## src/rtl/enc_tm_pkg.sv

```systemverilog
package enc_tm_pkg;

    localparam int TRK_W = 5;

    typedef enum logic [1:0] {
        OPM_NOSYNC_BIN  = 2'b00,
        OPM_NOSYNC_GRAY = 2'b01,
        OPM_SYNC_LEAD   = 2'b10,
        OPM_SYNC_TRAIL  = 2'b11
    } opm_e;

    typedef enum logic [1:0] {
        TM_OFF     = 2'b00,
        TM_ANALOG  = 2'b01,
        TM_DIGITAL = 2'b10
    } tm_e;

    function automatic tm_e tm_decode(input logic en, input logic dig);
        if (!en)
            return TM_OFF;
        else if (dig)
            return TM_DIGITAL;
        else
            return TM_ANALOG;
    endfunction

endpackage

```

## src/rtl/enc_tm_edge.sv

```systemverilog
module enc_tm_edge (
    input  logic clk,
    input  logic rst_n,
    input  logic lvl,
    output logic fall,
    output logic rise
);
    typedef struct packed {
        logic prev;
    } edge_s;

    edge_s st_d, st_q;

    always_comb begin
        st_d      = st_q;
        st_d.prev = lvl;
    end

    always_ff @(posedge clk or negedge rst_n) begin
        if (!rst_n)
            st_q <= '{prev: 1'b1};
        else
            st_q <= st_d;
    end

    assign fall = st_q.prev & ~lvl;
    assign rise = ~st_q.prev & lvl;

endmodule

```

## src/rtl/enc_tm_idle.sv

```systemverilog
module enc_tm_idle #(
    parameter int IDLE_CYC = 16
) (
    input  logic clk,
    input  logic rst_n,
    input  logic edge_any,
    output logic idle
);
    localparam int CW = $clog2(IDLE_CYC + 1);
    localparam logic [CW-1:0] LIM = CW'(IDLE_CYC);

    typedef struct packed {
        logic [CW-1:0] cnt;
    } idle_s;

    idle_s st_d, st_q;

    always_comb begin
        st_d = st_q;
        if (edge_any)
            st_d.cnt = '0;
        else if (st_q.cnt != LIM)
            st_d.cnt = st_q.cnt + 1'b1;
    end

    always_ff @(posedge clk or negedge rst_n) begin
        if (!rst_n)
            st_q <= '{cnt: '0};
        else
            st_q <= st_d;
    end

    assign idle = (st_q.cnt == LIM);

    assert_cnt_bound_R7: assert property (@(posedge clk) disable iff (!rst_n)
        st_q.cnt <= LIM);

    assert_edge_restart_R7: assert property (@(posedge clk) disable iff (!rst_n)
        edge_any |=> !idle);

endmodule

```

## src/rtl/enc_tm_shreg.sv

```systemverilog
module enc_tm_shreg #(
    parameter int W = 5
) (
    input  logic         clk,
    input  logic         rst_n,
    input  logic         clr,
    input  logic         shift,
    input  logic         din,
    output logic [W-1:0] q
);
    typedef struct packed {
        logic [W-1:0] bits;
    } sh_s;

    sh_s st_d, st_q;

    always_comb begin
        st_d = st_q;
        if (clr)
            st_d.bits = '0;
        else if (shift)
            st_d.bits = {st_q.bits[W-2:0], din};
    end

    always_ff @(posedge clk or negedge rst_n) begin
        if (!rst_n)
            st_q <= '{bits: '0};
        else
            st_q <= st_d;
    end

    assign q = st_q.bits;

    assert_shift_in_R3: assert property (@(posedge clk) disable iff (!rst_n)
        (shift && !clr) |=> (q[0] == $past(din)));

    assert_clear_R5: assert property (@(posedge clk) disable iff (!rst_n)
        clr |=> (q == '0));

endmodule

```

## src/rtl/enc_tm_ctrl.sv

```systemverilog
module enc_tm_ctrl
    import enc_tm_pkg::*;
#(
    parameter int IDLE_CYC = 16
) (
    input  logic             clk,
    input  logic             rst_n,
    input  logic             test_en,
    input  logic             mode_dig,
    input  logic [1:0]       op_mode,
    input  logic             ser_clk,
    input  logic             sdata,
    input  logic             cal_ref,
    input  logic             cal_trk,
    input  logic             dir_n,
    input  logic             inv_n,
    input  logic             edge_sel,
    input  logic [TRK_W-1:0] track_live,
    output logic [TRK_W-1:0] track_eff,
    output logic             sout,
    output logic             ser_fwd,
    output logic             err_out,
    output logic             err_oe
);
    typedef struct packed {
        logic             use_stim;
        logic [TRK_W-1:0] hold;
    } top_s;

    tm_e              tm;
    logic             ana, dig;
    logic             sc_fall, sc_rise, idle, cap;
    logic [TRK_W-1:0] sel_q, stim_q;
    top_s             st_d, st_q;

    assign tm  = tm_decode(test_en, mode_dig);
    assign ana = (tm == TM_ANALOG);
    assign dig = (tm == TM_DIGITAL);

    enc_tm_edge u_edge (
        .clk  (clk),
        .rst_n(rst_n),
        .lvl  (ser_clk),
        .fall (sc_fall),
        .rise (sc_rise)
    );

    enc_tm_idle #(.IDLE_CYC(IDLE_CYC)) u_idle (
        .clk     (clk),
        .rst_n   (rst_n),
        .edge_any(sc_fall | sc_rise),
        .idle    (idle)
    );

    enc_tm_shreg #(.W(TRK_W)) u_sel (
        .clk  (clk),
        .rst_n(rst_n),
        .clr  (!ana),
        .shift(ana & sc_fall),
        .din  (sdata),
        .q    (sel_q)
    );

    enc_tm_shreg #(.W(TRK_W)) u_stim (
        .clk  (clk),
        .rst_n(rst_n),
        .clr  (1'b0),
        .shift(dig & sc_fall),
        .din  (sdata),
        .q    (stim_q)
    );

    assign cap = dig & sc_fall & idle;

    always_comb begin
        st_d = st_q;
        if (!dig) begin
            st_d.use_stim = 1'b0;
        end else if (cap) begin
            st_d.use_stim = (opm_e'(op_mode) != OPM_NOSYNC_BIN);
            st_d.hold     = stim_q;
        end
    end

    always_ff @(posedge clk or negedge rst_n) begin
        if (!rst_n)
            st_q <= '{use_stim: 1'b0, hold: '0};
        else
            st_q <= st_d;
    end

    assign track_eff = (dig && st_q.use_stim) ? st_q.hold : track_live;
    assign sout      = ana ? ^(sel_q & track_live) : 1'b0;
    assign ser_fwd   = dig ? stim_q[TRK_W-1] : sdata;
    assign err_out   = test_en ? ^{cal_ref, cal_trk, sdata, ser_clk, dir_n, inv_n, edge_sel} : 1'b1;
    assign err_oe    = test_en;

    assert_nobin_live_R8: assert property (@(posedge clk) disable iff (!rst_n)
        (cap && op_mode == 2'b00) |=> (track_eff == track_live));

    assert_hold_stable_R7: assert property (@(posedge clk) disable iff (!rst_n)
        (!cap) |=> $stable(st_q.hold));

    assert_exit_drop_R10: assert property (@(posedge clk) disable iff (!rst_n)
        (!dig) |=> !st_q.use_stim);

endmodule

```

## config.mk

```make
export PLATFORM = sky130hd
export DESIGN_NAME = enc_tm_ctrl
export DESIGN_NICKNAME = d
export VERILOG_FILES = /design/src/rtl/enc_tm_pkg.sv /design/src/rtl/enc_tm_edge.sv /design/src/rtl/enc_tm_idle.sv /design/src/rtl/enc_tm_shreg.sv /design/src/rtl/enc_tm_ctrl.sv
export SDC_FILE = /design/constraint.sdc
export NUM_CORES = 1
export LEC_CHECK = 0
export BUFFER_PORTS_ARGS = -buffer_cell sky130_fd_sc_hd__buf_2
export CORE_MARGIN = 3
export CORE_UTILIZATION = 45
export DETAILED_ROUTE_END_ITERATION = 16
export GPL_TIMING_DRIVEN = 0
export PLACE_DENSITY = 0.68
export RECOVER_POWER = 25
export SLEW_MARGIN = 40
export SYNTH_ARGS = -nofsm -noshare
export SYNTH_HDL_FRONTEND = slang
export SYNTH_HIERARCHICAL = 1
export SYNTH_SLANG_ARGS = --single-unit
export TNS_END_PERCENT = 20
```

## constraint.sdc

```tcl
create_clock -name clk -period 2.4 [get_ports clk]
set_input_delay 0.24 -clock clk [delete_from_list [all_inputs] [get_ports clk]]
set_output_delay 0.24 -clock clk [all_outputs]
set_load 0.03 [all_outputs]
```

---- Word level (Yosys, flattened, before mapping) ----
Cells that the tools add are included.
storage, ports and cells
  register bits after elaboration ......... 22
  input port bits ......................... 18
  logic and storage cells ................. 40
operators by class
  $add $sub $neg .......................... 1
  equal/unequal tests ..................... 6
  multiplexer cells ....................... 12
  bitwise operators ....................... 9
  reduce and logical (&&, ||, !) cells .... 6
operators with widths
  kind                                                   number
  two-way mux 5 bit                                      5
  parity 7 bit                                           1
  two-way mux 6 bit                                      1
  adder 5 x 1 -> 5 bit, second input constant            1
  bitwise AND 1 bit                                      5
  bitwise AND 5 bit                                      1
  equality test 5 bit, second input constant             1
  inequality test 5 bit, second input constant           1
  parity 5 bit                                           1
  two-way mux 1 bit                                      4
  two-way mux 2 bit                                      2
  inequality test 2 x 1 -> 1 bit, second input constant  2
  nonzero test 2 bit                                     2
  equality test 2 x 1 -> 1 bit, second input constant    1
  equality test 2 bit, second input constant             1
  inverter 1 bit                                         2
  AND reduction 2 bit                                    1
  logical AND 1 bit                                      1
  OR 1 bit                                               1

---- Depth between registers and ports, before layout ----
Gate-level depths: netlist (run 1).
  word-level depth ........................ 7
  mapped depth ............................ 6
  depth with buffers taken out ............ 6

---- Hierarchy ----
The synthesis (run 1) kept the hierarchy.
by module, submodules not included
  module        instances  cells an instance  area each (um2)  sequential area each (um2)
  enc_tm_ctrl   1          45                 485.5            150.1
  enc_tm_shreg  2          16                 205.2            125.1
  enc_tm_idle   1          26                 289.0            125.1
  enc_tm_edge   1          3                  41.3             26.3

---- Worst setup path before layout (run 1) ----
No wires, ideal clock.
  kind .................................... register -> output
  from .................................... register u_sel.st_q, in the netlist u_sel/q[1]
  to ...................................... output port sout
  arrival ................................. 1.347 ns
  data required time ...................... 2.160 ns
  path slack .............................. 0.813 ns
  cell stages (with the launch flop) ...... 5
  path buffers ............................ 0
  path through ............................ dfrtp_1 > nand2_1 > xnor3_1 > xnor2_1 > nor2_1
on the way
  word-level cells in the longest chain between the ends .. 3
RTL lines
  element                   RTL line            text
  start: declaration        enc_tm_shreg.sv:15  sh_s st_d, st_q;
  start signal: assignment  enc_tm_shreg.sv:27  st_q <= '{bits: '0};
  start signal: assignment  enc_tm_shreg.sv:29  st_q <= st_d;
  bitwise AND 5 bit         enc_tm_ctrl.sv:93   assign sout = ana ? ^(sel_q & track_live) : 1'b0;
  parity 5 bit              enc_tm_ctrl.sv:93
  two-way mux 1 bit         enc_tm_ctrl.sv:93
  end: declaration          enc_tm_ctrl.sv:20   output logic sout,
Every way passes these cells.

---- Worst setup path in the final report (run 1) ----
Same ends and word-level chain as after synthesis.

==> flow_summary.json, run 1 <==
{
  "ioPinCount": 27,
  "synth_top_family_by_area": "multiplexers",
  "critPathLaunch": "u_sel/q[1]",
  "min_path_cells": 1,
  "fin_skew_ns": 0.00283,
  "muxShareOfSynthArea": 0.237,
  "status": "completed",
  "rr_worst_depth": 4,
  "clkTransAtPathRegs_ns": 0.12,
  "num_rows": 18,
  "avgSynthCellArea_um2": 11.6,
  "cts_tree": "done",
  "synth-seq-cells": 22,
  "synthAdderAreaFrac": 0.0204,
  "synthSimpleGateAreaFrac": 0.169,
  "synth_largest_area_cell": "dfrtp_1",
  "power_frac_seq": 0.561,
  "cp_max_fo": 3,
  "grt_pass1_vias": 905,
  "finalNetCount": 162,
  "grt_antenna_before_repair": 0,
  "crit_chain": "nand2_1, xnor3_1, xnor2_1, nor2_1, buf_2",
  "crit_path_max_incr_delay_ns": 0.41,
  "synthCells": 106,
  "maxSlewHeadroom": 0.209,
  "crit_type": "reg2out",
  "grt_pass1_wl_um": 3920,
  "max_freq_ghz": 0.543,
  "reg2reg_to": "u_idle/st_q[0]",
  "leakage_nw": 0.713,
  "finalCritPeriodShare": 0.767,
  "synth-edff-count": 0,
  "met1_usage": 0.194,
  "ys.warnings.count": 6,
  "rsz0062_at_grt": "false",
  "rr_startpoint": "u_edge/st_q",
  "hp-class": "in2reg",
  "async_flop_share": 1.00,
  "worst_slack_ns": 0.559,
  "portBuffers": 26,
  "fin_crit_ns": 1.84,
  "final_common_cell": "buf_2",
  "worst-path-buf-inv": 1,
  "cp_top_family": "XOR/XNOR gates",
  "drv_slew": 0,
  "wire_per_inst_um": 13.0,
  "hold_viol_final": 0,
  "maxCapViolCount": 0,
  "crit_end": "sout",
  "power_density_nw_per_um2": 487,
  "insertion_delay_ns": 0.30,
  "end_kind": "primary output",
  "cts_sinks": 22,
  "synth_xor_xnor_area_share": 0.0827,
  "use_met3": 0.0223,
  "post-place-ws_ns": 0.865,
  "syn2layout_area_growth_pct": 17.7,
  "synth_compound_area_frac": 0.00408,
  "synth_area_leaders": "dfrtp_1 43%, mux2i_1 9.0%, mux2_2 7.3%",
  "dr.pass1.iters": 2,
  "required_ns": 2.16,
  "yosys.area.top_type_share": 0.429,
  "cts.repair.resized": 0,
  "ant_nets": 0,
  "worst-r2r-setup-slack_ns": 0.86,
  "dieHeight_um": 58.2,
  "vias": 842,
  "final-seq-area_um2": 552,
  "max_slew.worst_pin.slew_ns": 1.19,
  "fillers": 236,
  "multiInputGateArea_um2": 648,
  "netlist_area_um2": 1230,
  "drc": 0,
  "diodes": 0,
  "cts_made_buffers": 3,
  "drt-total-wl_um": 2220,
  "swShare": 0.279,
  "gr-total-overflow": 0,
  "pwr-share-comb": 0.186,
  "power.switching_w": 0.000196,
  "final_cell_mix": "24 x buf_2, 21 x dfrtp_1, 15 x nor2_1",
  "grt_max_degree": 23,
  "start_util": 0.482,
  "avgViaCountPerCell": 4.92,
  "grt_busiest_layer": "met2",
  "yosysUniqueCellTypes": 27,
  "root_buffer": "clkbuf_4",
  "slowest_stage": "dfrtp_1",
  "power.internal_w": 0.000506,
  "drt_iter0_drc": 23,
  "drive_gt1_frac": 0.355,
  "hold_ws_ns": 0.0579,
  "coreArea_um2": 2540,
  "post_cts_buffers": 0,
  "grt_use_total": 0.150,
  "cts.path.max_buffers": 2,
  "start_kind": "flop",
  "finalSetupTns_ns": 0,
  "cp.arrival_ns": 1.60,
  "power.total_w": 0.000702,
  "h-tree-depth": 1,
  "ir_worst_vdd_v": 0.000282,
  "dieWidth_um": 58.2,
  "grtUsageMet2": 0.250,
  "gp_congestion": 0.757,
  "setup_viol_count_final": 0,
  "pwr-share-clk": 0.253,
  "hpwlAfterDp_um": 1670,
  "cp.depth": 5,
  "yosysSeqAreaShare": 0.450,
  "synth_ff_type": "dfrtp_1",
  "die_area_um2": 3390
}
-- timing repair --
| action | 4_1_cts | 5_1_grt |
|---|---|---|
| hold buffers | 1 | 0 |
| endpoints found under the setup margin | 0 | 0 |
| hold endpoints to repair | 21 | 0 |
-- sequential cells by signal, summed over array words and instances, names as in the netlist --
register / cells
st_q: 6
u_edge/st_q: 1
u_idle/st_q: 5
u_stim/q: 5
u_sel/q: 5
-- power groups by stage --
stage / clock (W) / combinational [W] / sequential, W
2_1_floorplan: 0 / 0.0000869 / 0.000398
3_3_place_gp: 0 / 0.000127 / 0.000400
3_5_place_dp: 0 / 0.000131 / 0.000401
4_1_cts: 0.000186 / 0.000134 / 0.000394
5_1_grt: 0.000198 / 0.000144 / 0.000397
6_report: 0.000178 / 0.000130 / 0.000394
-- logic make-up (layout without fill, tap and decap cells) --
group,count (synthesis),count (layout)
AND/OR/NAND/NOR,39,39
buffers and inverters,6,37
other,1,5
XOR/XNOR,10,10
multiplexers,25,25
adder cells (fa/ha/maj),2,2
AO/OA/AOI/OAI,1,1
flip-flops,22,22
-- through the flow --
stage	std cells	utilization	area [um^2]
2_1_floorplan	110	-	1240
3_3_place_gp	166	0.554	1410
3_5_place_dp	166	0.554	1410
4_1_cts	171	0.568	1450
5_1_grt	171	0.567	1440
6_report	171	0.567	1440
-- worst min path at each step --
stage	from	endpoint	slack, ns
3_5_place_dp	rst_n	u_sel/q[1]	0.24
3_3_place_gp	rst_n	u_stim/q[0]	0.23
4_1_cts	ser_clk	u_edge/st_q	0.05
6_report	ser_clk	u_edge/st_q	0.06
5_1_grt	ser_clk	u_edge/st_q	0.07
2_1_floorplan	rst_n	st_q[0]	-0.06
-- cell type report --
type,instances,share of cell area
multi-input cells,82,0.449
flip-flops and latches,22,0.382
repair buffers,27,0.0954
well taps,30,0.0260
plain buffers,3,0.0208
clock buffers,4,0.0182
inverters,3,0.00781
-- cell usage after synthesis (2+ instances only) --
cell type,instances
dfrtp_1,21
nor2_1,15
mux2i_1,11
mux2_2,8
nand2_1,7
xnor2_1,7
mux2_4,6
inv_1,3
nand3_1,3
nor2b_1,3
buf_6,2
ha_1,2
nand2b_1,2
nor3_1,2
xor2_1,2
-- metal layers --
metal	vias to the layer above	wire length [um]	share of wire
li1	418	-	-
met1	405	1040	0.47
met2	17	1050	0.47
met3	2	107	0.048
met4	0	17	0.0077
met5	-	0	0
(Power assumes the default switching activity.)
==> inputs of run 2 (changes only) <==
==> constraint.sdc (replaced) <==
create_clock -name clk -period 1.7 [get_ports clk]
set_input_delay 0.17 -clock clk [delete_from_list [all_inputs] [get_ports clk]]
set_output_delay 0.17 -clock clk [all_outputs]
set_load 0.03 [all_outputs]
==> run 2 against run 1 <==
The run now ends with negative setup slack left. Global-route usage grew 0.19 points. Sequential power is 41% higher. Highest routed layer unchanged. Critical path type unchanged. Non-clock buffer count is 2 higher. Critical path depth is the same. Critical endpoint unchanged. Flip-flop and latch count unchanged. Routed wire length increased by 0.50%. Die area did not move.
==> flow_summary.json, run 2 (synthesized netlist as in run 1, its figures left out) <==
{
  "status": "finished with violations",
  "violations": "negative setup slack",
  "wire_per_inst_um": 12.9,
  "cts_made_buffers": 3,
  "cp.arrival_ns": 1.55,
  "hold_end": "st_q[5]",
  "start_kind": "flop",
  "max_freq_ghz": 0.582,
  "num_rows": 18,
  "maxCapViolCount": 0,
  "finalCritPeriodShare": 1.01,
  "worst_slack_ns": -0.0184,
  "final-seq-area_um2": 552,
  "stdcell_count": 173,
  "drt_iter0_drc": 25,
  "crit_chain": "nand2_1, xnor3_1, xnor2_1, nor2_1, buf_4",
  "drc": 0,
  "fin_crit_ns": 1.72,
  "required_ns": 1.53,
  "cts_sinks": 22,
  "drv_slew": 0,
  "die_area_um2": 3390,
  "dieHeight_um": 58.2,
  "grt_antenna_before_repair": 0,
  "start_util": 0.482,
  "finalNetCount": 164,
  "portBuffers": 26,
  "grt_pass1_vias": 915,
  "hold_viol_final": 0,
  "grt_pass1_wl_um": 3970,
  "utilization": 0.574,
  "place_inst": 166,
  "vias": 847,
  "cts_tree": "done",
  "maxSlewHeadroom": 0.205,
  "power_density_nw_per_um2": 676,
  "cp_max_fo": 2,
  "dieWidth_um": 58.2,
  "rr_startpoint": "u_edge/st_q",
  "rr_worst_depth": 4,
  "gr-total-overflow": 0,
  "multiInputGateArea_um2": 648,
  "grt_max_degree": 23,
  "largest_reg_flops": 6,
  "coreArea_um2": 2540,
  "post-place-ws_ns": 0.165,
  "end_kind": "primary output",
  "leakage_nw": 0.719,
  "dr.pass1.iters": 2,
  "reg2reg_to": "u_idle/st_q[0]",
  "diodes": 0,
  "avgViaCountPerCell": 4.90,
  "gp_congestion": 0.757,
  "cts.path.max_buffers": 2,
  "final_cell_mix": "22 x buf_2, 21 x dfrtp_1, 15 x nor2_1",
  "insertion_delay_ns": 0.30,
  "ant_nets": 0,
  "slowest_stage": "dfrtp_1",
  "rsz0062_at_grt": "true",
  "clkTransAtPathRegs_ns": 0.12,
  "crit_type": "reg2out",
  "drive_gt1_frac": 0.350,
  "fin_skew_ns": 0.00846,
  "h-tree-depth": 1,
  "setup_viol_count_final": 1,
  "max_slew.worst_pin.slew_ns": 1.19,
  "grt_use_total": 0.152,
  "ioPinCount": 27,
  "regMostFlops": "st_q",
  "fillers": 235,
  "crit_path_max_incr_delay_ns": 0.40,
  "worst-r2r-setup-slack_ns": 0.15,
  "drt-total-wl_um": 2230,
  "power.total_w": 0.000988,
  "root_buffer": "clkbuf_4",
  "hpwlAfterDp_um": 1670,
  "syn2layout_area_growth_pct": 19.2,
  "min_path_cells": 3,
  "min_from": "op_mode[0]",
  "ir_worst_vdd_v": 0.000397,
  "final_common_cell": "buf_2",
  "hp-class": "in2reg"
}
[run 2: what timing repair did]
action	CTS	global route
setup endpoints to repair	1	1
hold endpoints to repair	22	0
gates cloned	0	0
pin swaps	1	0
hold buffers	2	0
gates resized for setup	1	0
buffers inserted	1	0
[run 2: critical path: cells and delay by family (launching register included)]
kind	cells	cell delay [ns]
XOR/XNOR	2	0.56
buffers and inverters	1	0.17
flip-flops	1	0.40
AND/OR/NAND/NOR	2	0.11
[run 2: worst max path at each step]
stage | start | endpoint | slack, ns | cells past startpoint
after floorplan | u_sel/q[1] | sout | 0.18 | 4
final | u_sel/q[1] | sout | -0.02 | 5
after CTS | u_sel/q[1] | sout | -0.04 | 5
after global routing | u_sel/q[1] | sout | -0.16 | 5
after detailed placement | u_edge/st_q | u_idle/st_q[0] | 0.17 | 4
after global placement | u_edge/st_q | u_idle/st_q[0] | 0.20 | 4
[run 2: final cells by class]
cell class                 instances  area share
multi-input combinational         82       0.443
sequential                        22       0.378
timing repair buffer              29       0.107
tap                               30      0.0257
buffer                             3      0.0205
clock buffer                       4      0.0180
inverter                           3     0.00771
[run 2: metrics by stage]
stage	instance area [um^2]	hold slack [ns]	setup TNS, ns
after floorplan	1240	-0.126	0
after global placement	1410	0.158	0
after detailed placement	1410	0.174	0
after CTS	1470	0.116	-0.0434
after global routing	1460	0.165	-0.158
final	1460	0.127	-0.0184
[run 2: where the power goes]
part           switching [W]  internal [W]
clock               0.000155     0.0000914
sequential         0.0000167      0.000539
combinational       0.000101     0.0000847
[run 2: routing by layer]
layer | global-route usage | wire length [um] | up-vias
li1 | - | - | 425
met1 | 0.194 | 1030 | 403
met2 | 0.256 | 1070 | 17
met3 | 0.0223 | 107 | 2
met4 | 0.0596 | 17 | 0
met5 | 0 | 0 | -
